===== config.mk =====
export PLATFORM = sky130hd
export DESIGN_NAME = shadow_regfile
export DESIGN_NICKNAME = d
export VERILOG_FILES = /design/src/rtl/srf_pkg.sv /design/src/rtl/srf_ctrl.sv /design/src/rtl/srf_map.sv /design/src/rtl/srf_bank.sv /design/src/rtl/shadow_regfile.sv
export SDC_FILE = /design/constraint.sdc
export NUM_CORES = 2
export LEC_CHECK = 0
export BUFFER_PORTS_ARGS = -buffer_cell sky130_fd_sc_hd__buf_2
export CORE_UTILIZATION = 33
export CTS_CLUSTER_DIAMETER = 200
export DETAILED_ROUTE_END_ITERATION = 12
export PLACE_DENSITY_LB_ADDON = 0.1
export SLEW_MARGIN = 20
export SYNTH_ARGS = -nofsm -noshare
export SYNTH_HDL_FRONTEND = slang
export SYNTH_SLANG_ARGS = --single-unit
export TNS_END_PERCENT = 100

===== constraint.sdc =====
create_clock -name clk -period 4 [get_ports clk]
set_input_delay 0.6 -clock clk [delete_from_list [all_inputs] [get_ports clk]]
set_output_delay 0.6 -clock clk [all_outputs]
set_load 0.005 [all_outputs]

===== src/rtl/srf_pkg.sv =====
package srf_pkg;

    typedef enum logic {
        SH_OFF = 1'b0,
        SH_ON  = 1'b1
    } shen_state_t;

    typedef enum logic [1:0] {
        VW_FLAT         = 2'd0,
        VW_OVERLAY      = 2'd1,
        VW_OVERLAY_LOCK = 2'd2
    } view_t;

endpackage


===== src/rtl/srf_ctrl.sv =====
module srf_ctrl
    import srf_pkg::*;
(
    input  logic  clk,
    input  logic  rst_n,
    input  logic  priv_mode,
    input  logic  flow_tail,
    input  logic  shen_we,
    input  logic  shen_d,
    output view_t view
);

    shen_state_t st_q, st_d;

    always_comb begin
        st_d = st_q;
        unique case (st_q)
            SH_ON:  if (shen_we && !shen_d) st_d = SH_OFF;
            SH_OFF: if (shen_we &&  shen_d) st_d = SH_ON;
            default: st_d = SH_ON;
        endcase
    end

    always_ff @(posedge clk or negedge rst_n) begin
        if (!rst_n) st_q <= SH_ON;
        else        st_q <= st_d;
    end

    always_comb begin
        view = VW_FLAT;
        unique case (st_q)
            SH_OFF: view = VW_FLAT;
            SH_ON: begin
                if (!priv_mode)     view = VW_FLAT;
                else if (flow_tail) view = VW_OVERLAY_LOCK;
                else                view = VW_OVERLAY;
            end
            default: view = VW_FLAT;
        endcase
    end

    AST_SHEN_LOAD: assert property (@(posedge clk) disable iff (!rst_n)
        shen_we |=> (st_q == ($past(shen_d) ? SH_ON : SH_OFF)));
    AST_SHEN_HOLD: assert property (@(posedge clk) disable iff (!rst_n)
        !shen_we |=> $stable(st_q));

endmodule


===== src/rtl/srf_map.sv =====
module srf_map #(
    parameter int AW    = 5,
    parameter int BASE  = 8,
    parameter int RUN   = 7,
    parameter int EXTRA = 25,
    parameter int SW    = 3
) (
    input  logic [AW-1:0] addr,
    input  logic          ovl,
    output logic          hit,
    output logic [SW-1:0] slot,
    output logic          is_zero
);

    localparam logic [AW-1:0] BASE_A  = AW'(BASE);
    localparam logic [AW-1:0] END_A   = AW'(BASE + RUN);
    localparam logic [AW-1:0] EXTRA_A = AW'(EXTRA);

    logic in_run, is_extra;
    logic [AW-1:0] off;

    always_comb begin
        in_run   = (addr >= BASE_A) && (addr < END_A);
        is_extra = (addr == EXTRA_A);
        off      = addr - BASE_A;
        is_zero  = (addr == '1);
        hit      = ovl && (in_run || is_extra);
        slot     = is_extra ? SW'(RUN) : off[SW-1:0];
    end

endmodule


===== src/rtl/srf_bank.sv =====
module srf_bank #(
    parameter int DW    = 64,
    parameter int DEPTH = 32,
    parameter int NRD   = 2,
    localparam int IW   = $clog2(DEPTH)
) (
    input  logic          clk,
    input  logic          rst_n,
    input  logic          we,
    input  logic [IW-1:0] waddr,
    input  logic [DW-1:0] wdata,
    input  logic [IW-1:0] raddr [NRD],
    output logic [DW-1:0] rdata [NRD]
);

    logic [DW-1:0] mem [DEPTH];

    always_ff @(posedge clk or negedge rst_n) begin
        if (!rst_n) begin
            for (int i = 0; i < DEPTH; i++) mem[i] <= '0;
        end else if (we) begin
            mem[waddr] <= wdata;
        end
    end

    for (genvar p = 0; p < NRD; p++) begin : g_rd
        assign rdata[p] = mem[raddr[p]];
    end

endmodule


===== src/rtl/shadow_regfile.sv =====
module shadow_regfile
    import srf_pkg::*;
#(
    parameter int DW     = 64,
    parameter int NREG   = 32,
    parameter int SBASE  = 8,
    parameter int SRUN   = 7,
    parameter int SEXTRA = 25,
    localparam int AW    = $clog2(NREG),
    localparam int NSHD  = SRUN + 1,
    localparam int SW    = $clog2(NSHD)
) (
    input  logic          clk,
    input  logic          rst_n,
    input  logic          priv_mode,
    input  logic          flow_tail,
    input  logic          shen_we,
    input  logic          shen_d,
    input  logic          wr_en,
    input  logic [AW-1:0] wr_addr,
    input  logic [DW-1:0] wr_data,
    input  logic [AW-1:0] rd_a_addr,
    output logic [DW-1:0] rd_a_data,
    input  logic [AW-1:0] rd_b_addr,
    output logic [DW-1:0] rd_b_data
);

    localparam int NRD  = 2;
    localparam int NACC = NRD + 1;   // index NRD is the write port

    view_t view;
    logic  ovl, lock;

    srf_ctrl u_ctrl (
        .clk       (clk),
        .rst_n     (rst_n),
        .priv_mode (priv_mode),
        .flow_tail (flow_tail),
        .shen_we   (shen_we),
        .shen_d    (shen_d),
        .view      (view)
    );

    assign ovl  = (view != VW_FLAT);
    assign lock = (view == VW_OVERLAY_LOCK);

    logic [AW-1:0] acc_addr [NACC];
    logic          acc_hit  [NACC];
    logic [SW-1:0] acc_slot [NACC];
    logic          acc_zero [NACC];

    assign acc_addr[0]   = rd_a_addr;
    assign acc_addr[1]   = rd_b_addr;
    assign acc_addr[NRD] = wr_addr;

    for (genvar p = 0; p < NACC; p++) begin : g_map
        srf_map #(.AW(AW), .BASE(SBASE), .RUN(SRUN), .EXTRA(SEXTRA), .SW(SW)) u_map (
            .addr    (acc_addr[p]),
            .ovl     (ovl),
            .hit     (acc_hit[p]),
            .slot    (acc_slot[p]),
            .is_zero (acc_zero[p])
        );
    end

    logic wr_ok, nrm_we, sh_we;
    assign wr_ok  = wr_en && !acc_zero[NRD] && !(acc_hit[NRD] && lock);
    assign nrm_we = wr_ok && !acc_hit[NRD];
    assign sh_we  = wr_ok &&  acc_hit[NRD];

    logic [AW-1:0] nrm_ra [NRD];
    logic [SW-1:0] shd_ra [NRD];
    logic [DW-1:0] nrm_rd [NRD];
    logic [DW-1:0] shd_rd [NRD];
    logic [DW-1:0] rd_out [NRD];

    srf_bank #(.DW(DW), .DEPTH(NREG), .NRD(NRD)) u_normal (
        .clk   (clk),
        .rst_n (rst_n),
        .we    (nrm_we),
        .waddr (wr_addr),
        .wdata (wr_data),
        .raddr (nrm_ra),
        .rdata (nrm_rd)
    );

    srf_bank #(.DW(DW), .DEPTH(NSHD), .NRD(NRD)) u_shadow (
        .clk   (clk),
        .rst_n (rst_n),
        .we    (sh_we),
        .waddr (acc_slot[NRD]),
        .wdata (wr_data),
        .raddr (shd_ra),
        .rdata (shd_rd)
    );

    for (genvar p = 0; p < NRD; p++) begin : g_rdmux
        logic same;
        assign nrm_ra[p] = acc_addr[p];
        assign shd_ra[p] = acc_slot[p];
        always_comb begin
            if (acc_hit[p]) same = acc_hit[NRD] && (acc_slot[NRD] == acc_slot[p]);
            else            same = !acc_hit[NRD] && (wr_addr == acc_addr[p]);
            if (acc_zero[p])          rd_out[p] = '0;
            else if (wr_ok && same)   rd_out[p] = wr_data;
            else if (acc_hit[p])      rd_out[p] = shd_rd[p];
            else                      rd_out[p] = nrm_rd[p];
        end
    end

    assign rd_a_data = rd_out[0];
    assign rd_b_data = rd_out[1];

    AST_ZERO_REG_A: assert property (@(posedge clk) disable iff (!rst_n)
        (rd_a_addr == '1) |-> (rd_a_data == '0));
    AST_ONE_BANK_WRITE: assert property (@(posedge clk) disable iff (!rst_n)
        !(nrm_we && sh_we));
    AST_FLAT_NO_SHADOW: assert property (@(posedge clk) disable iff (!rst_n)
        !priv_mode |-> !sh_we);
    AST_TAIL_BLOCKS_SHADOW: assert property (@(posedge clk) disable iff (!rst_n)
        (priv_mode && flow_tail) |-> !sh_we);
    AST_BYPASS_A: assert property (@(posedge clk) disable iff (!rst_n)
        (wr_en && !flow_tail && wr_addr == rd_a_addr && wr_addr != '1)
        |-> (rd_a_data == wr_data));

endmodule


; Yosys cells after proc, flatten, opt, wreduce, memory -nomap -nowiden
; Index checks and enable logic that the tools add are counted.
[word_totals]
reg_bits = 2561
inputBits = 86
[classes]
add_sub_neg = 3
magnitude_cmp = 14
eq_ne = 11
n_mux = 35
bitwise = 7
n_reduce_logical = 29
[ops]
columns = operator, count
row1 = bitwise mux 2048 bit, 1
row2 = two-way mux 64 bit, 16
row3 = binary-select mux 64 bit (select 5 bit), 2
row4 = bitwise mux 512 bit, 1
row5 = binary-select mux 64 bit (select 3 bit), 2
row6 = demux 64 bit (select 5 bit), 1
row7 = demux 64 bit (select 3 bit), 1
row8 = "equality test 5 bit, second input constant", 6
row9 = logical AND 1 bit, 21
row10 = ">= comparator 6 bit, second input constant", 3
row11 = inverter 5 -> 6 bit, 3
row12 = ">= comparator 5 x 4 -> 1 bit, second input constant", 3
row13 = "< comparator 5 x 4 -> 1 bit, second input constant", 3
row14 = ">= comparator 4 bit, second input constant", 3
row15 = inverter 3 -> 4 bit, 3
row16 = equality test 5 bit, 2
row17 = two-way mux 3 bit, 3
row18 = "subtractor 3 x 1 -> 3 bit, second input constant", 3
row19 = equality test 3 bit, 2
row20 = "< comparator 6 x 1 -> 1 bit, second input constant", 1
row21 = zero test 1 bit, 4
row22 = "< comparator 4 x 1 -> 1 bit, second input constant", 1
row23 = two-way mux 1 bit, 4
row24 = two-way mux 2 bit, 2
row25 = 6 further kinds, 8

; Logic depth before layout (Yosys ltp)
[depth]
word_depth = 11
depth_mapped = 12
mapped_depth_nobuf = 7

; By module
; From an unflattened synthesis, not the netlist that was laid out.
[hier_totals]
hier_cells = 8614
hier_area_um2 = 138977.0
[by_module_without_submodules]
columns = module, n_inst, cells_each, area_per_inst_um2, seq_area_each_um2
row1 = srf_bank (u_normal), 1, 6563, 108487.8, 51249.2
row2 = srf_bank (u_shadow), 1, 1541, 26611.8, 12812.3
row3 = shadow_regfile, 1, 476, 3648.5, 0.0
row4 = srf_map, 3, 10, 57.6, 0.0
row5 = srf_ctrl, 1, 4, 56.3, 26.3

; Worst setup path before layout
; No wires, ideal clock.
[synth_timing]
path_type = input to output
startpoint = input rd_b_addr[0]
endpoint = output rd_b_data[22]
arrival_ps = 2622
t_required_ps = 3400
slack_ps = 778
path_stages = 9
path_cell_list = buf_2 -> buf_2 -> buf_4 -> buf_2 -> buf_2 -> mux2_2 -> a221oi_1 -> o21ai_0 -> a32o_1
[synth_via]
elab_chain_cells = 9
elab_cells_between_ends = 26
classes_between = 1 x add/sub / 2 x order compare / 4 x eq/ne / 11 x mux / 2 x bitwise / 6 x reduce/logical
[synth_lines]
columns = element, line_no
row1 = from (decl), shadow_regfile.sv:24  ; input logic [AW-1:0] rd_b_addr,
row2 = subtractor 3 x 1 -> 3 bit or equality test 5 bit (tied branches), "srf_map.sv:25, srf_map.sv:24"
row3 = two-way mux 3 bit, srf_map.sv:28  ; slot = is_extra ? SW'(RUN) : off[SW-1:0];
row4 = inverter 3 -> 4 bit (not written as such), srf_bank.sv:27  ; assign rdata[p] = mem[raddr[p]];
row5 = binary-select mux 64 bit (select 3 bit), srf_bank.sv:27
row6 = two-way mux 64 bit (not written as such) (2 in a row), srf_bank.sv:27
row7 = two-way mux 64 bit, shadow_regfile.sv:106  ; else if (acc_hit[p]) rd_out[p] = shd_rd[p];
row8 = two-way mux 64 bit, shadow_regfile.sv:105  ; else if (wr_ok && same) rd_out[p] = wr_data;
row9 = two-way mux 64 bit (*), shadow_regfile.sv:104  ; if (acc_zero[p]) rd_out[p] = '0;
row10 = to (decl), shadow_regfile.sv:25  ; output logic [DW-1:0] rd_b_data
; Every way passes the cells marked *; elsewhere a longest branch is shown, timed or not. The select of a mux whose other input is x is not followed.

==> impl_metrics.tcl <==
set metrics [dict create \
    start_kind "flop" \
    failed_checks "negative setup slack" \
    hpwlAfterDp_mm 386 \
    ys_ff_latch 2561 \
    yosys.cell_types.count 69 \
    crit_type "reg -> out" \
    grt_first_pass_wirelength_mm 866 \
    end_kind "output pin" \
    max-cap-violations 0 \
    drt-initial-drc-count 9776 \
    routed_via_density 6.16 \
    fin_ws_ns -0.508 \
    setup_viol 128 \
    slew_violations 0 \
    postLayoutCellArea_um2 165000 \
    fp.dieArea_um2 424000 \
    min_path_cells 2 \
    tightest_slew_ns 1.17 \
    min_period_over_period_pct 113 \
    nNetsFinal 10500 \
    hold_viol 0 \
    synth.avg_cell_area_um2 13.6 \
    grt_pass1_vias 103000 \
    vias 99700 \
    synth-edff-count 0 \
    leakagePower_nw 72.8 \
    cp_max_fo 6 \
    relSlewSlack_pct 21.9 \
    syn_inst 10200 \
    synthArstFlopShare_pct 100 \
    routedWlPerCell_um 38.5 \
    htreeDepth 5 \
    seq_area_frac_synth_pct 46.1 \
    yosysTopAreaCell "dfrtp_1" \
    std_cell_rows 237 \
    cts_tree "built" \
    drc 0 \
    p_per_area_nw_per_um2 477 \
    grt_use_total_pct 29.0 \
    grt_overflow 0 \
    synth_fp_nets 10300 \
    routed_wl_mm 624 \
    whs_endpoint "u_normal.mem[1692]" \
    cts_sinks 2561 \
    outcome "finished with violations" \
    grt_max_degree 155 \
    drive_above_1_share_pct 50.1 \
    clock_latency_ns 0.95 \
    coreArea_um2 418000 \
    ios 214 \
    hold_ws_ns 0.238 \
    post-route-min-period_ns 4.51 \
    synth_area_leaders "dfrtp_1 46%, mux2_2 21%, mux4_2 15%, mux2i_1 3.3%, clkbuf_1 2.2%" \
    cts_buffers 308 \
    worstPathArrival_ns 3.91 \
    fin_worst_skew_ns 0.0295 \
    io_buffers 213 \
    p_total_w 0.0788 \
    r2r-end "u_shadow.mem[88]" \
    dpl_cell_area_um2 152000 \
    synthToLayoutAreaGrowth_pct 18.9 \
    synthFlopType "dfrtp_1" \
    gp_congestion 0.875 \
    syn-cell-area_um2 139000 \
    required_ns 3.40 \
    r2r_cells 10 \
    clockBufferDepth 4 \
    antenna_found_initial 51 \
    die_w_um 651 \
    setup_tns_ns -47.08 \
    detail-route-antenna-nets 0 \
    yosys_warnings 0 \
    hold_class "in -> reg" \
    floorplan.initialDensity_pct 33.2 \
    clkTransAtPathRegs_ns 0.06 \
    synth_top_area_share_pct 46.1 \
    fp.dieH_um 651 \
    min-delay-start "wr_data[28]" \
    peakVddDrop_uv 348 \
    cts_root_buf "clkbuf_16" \
    preCtsSetupSlack_ns -0.468 \
    drtPass1Iterations 6 \
    grt_setup_unrepaired "true" \
    fmax_ghz 0.222 \
    reg2reg_setup_slack_ns 0.82 \
]
cell families after synthesis:
| group | Yosys count | share of synthesized area [%] |
|---|---|---|
| DFF | 2561 | 46.1 |
| xor gates and xnor gates | 14 | 0.0883 |
| muxes | 4092 | 40.1 |
| and+or+nand+nor | 1031 | 3.21 |
| AOI/OAI and AO/OA | 1327 | 6.84 |
| buffers and inverters | 1187 | 3.59 |
per-layer routing:
layer	global-route usage [%]	vias up	routed length, um
li1	-	39500	-
met4	12.5	16	31500
met5	0	-	122
met2	46.0	4151	288000
met3	5.08	1158	41200
met1	39.0	54900	264000
synthesized netlist by cell type, types with 120 or more instances:
| library cell | number |
|---|---|
| mux2_2 | 2588 |
| dfrtp_1 | 2560 |
| mux4_2 | 910 |
| clkbuf_1 | 801 |
| nand2_1 | 683 |
| mux2i_1 | 456 |
| buf_2 | 265 |
| o21ai_0 | 206 |
| a21oi_1 | 176 |
| a22o_1 | 143 |
| mux2_1 | 138 |
| a221oi_1 | 120 |
power by group:
group	internal [W]	leakage [nW]	switching [W]
Combinational	0.00913	34.5	0.00778
Sequential	0.0302	33.4	0.00314
Clock	0.0165	4.96	0.0121
registers in the layout (all words and copies together) (netlist names), named ones only:
register,count
u_shadow.mem,512
u_normal.mem,2048
critical path, stage by stage, from the launching register on:
cell      delay [ns]
dfstp_2         0.61
and3_4          0.21
o221a_4         0.17
o211ai_1        0.09
o32a_1          0.35
nor3_4          0.21
buf_6           0.15
a41oi_4         0.04
buf_12          0.20
buf_12          0.15
buf_16          0.17
a32o_2          0.39
buf_2           0.17
how the worst max path moves through the flow:
| stage | start | to | slack [ns] | depth (start not counted) |
|---|---|---|---|---|
| final | flop | rd_b_data[55] | -0.51 | 12 |
| after detailed placement | rd_b_addr[1] | rd_b_data[23] | -0.47 | 11 |
| after CTS | flop | rd_b_data[24] | -0.56 | 12 |
| after global placement | rd_a_addr[0] | rd_a_data[20] | -0.66 | 10 |
| after global routing | flop | rd_b_data[26] | -0.58 | 13 |
| after floorplan | rd_b_addr[0] | rd_b_data[22] | 0.78 | 9 |
through the flow:
stage / utilization, % / instances
after floorplan: - / 10200
final: 39.5 / 16200
after CTS: 39.4 / 16200
after detailed placement: 36.4 / 15600
after global routing: 39.5 / 16200
after global placement: 36.4 / 15600
cells in the final DEF, fill, tap and decap left out, types with 130 or more instances in the layout:
| master | synthesis | final |
|---|---|---|
| mux2i_1 | 456 | 456 |
| o21ai_0 | 206 | 194 |
| buf_12 | 0 | 295 |
| a21oi_1 | 176 | 130 |
| clkbuf_16 | 0 | 313 |
| mux2_1 | 138 | 138 |
| mux4_2 | 910 | 910 |
| mux2_2 | 2588 | 2588 |
| buf_2 | 265 | 171 |
| dfrtp_1 | 2560 | 2560 |
| a22o_1 | 143 | 131 |
| nand2_1 | 683 | 654 |
| buf_4 | 41 | 546 |
final cells by class:
type,instances,area (um2)
diodes,18,45.0
well taps,5497,6880
multi-input cells,6464,72000
flip-flops and latches,2561,64100
fillers,38900,253000
clock inverters,85,930
inverters,9,51.3
clock buffers,456,9070
repair buffers,1100,12200
timing repair:
item                       4_1_cts  5_1_grt
setup endpoints to repair      128      128
buffers inserted                55       13
gates cloned                    10        0
hold buffers                     3        0
pin swaps                       68       44
gates resized for setup        381       68
hold endpoints to repair        26        0
(Power assumes the default switching activity.)
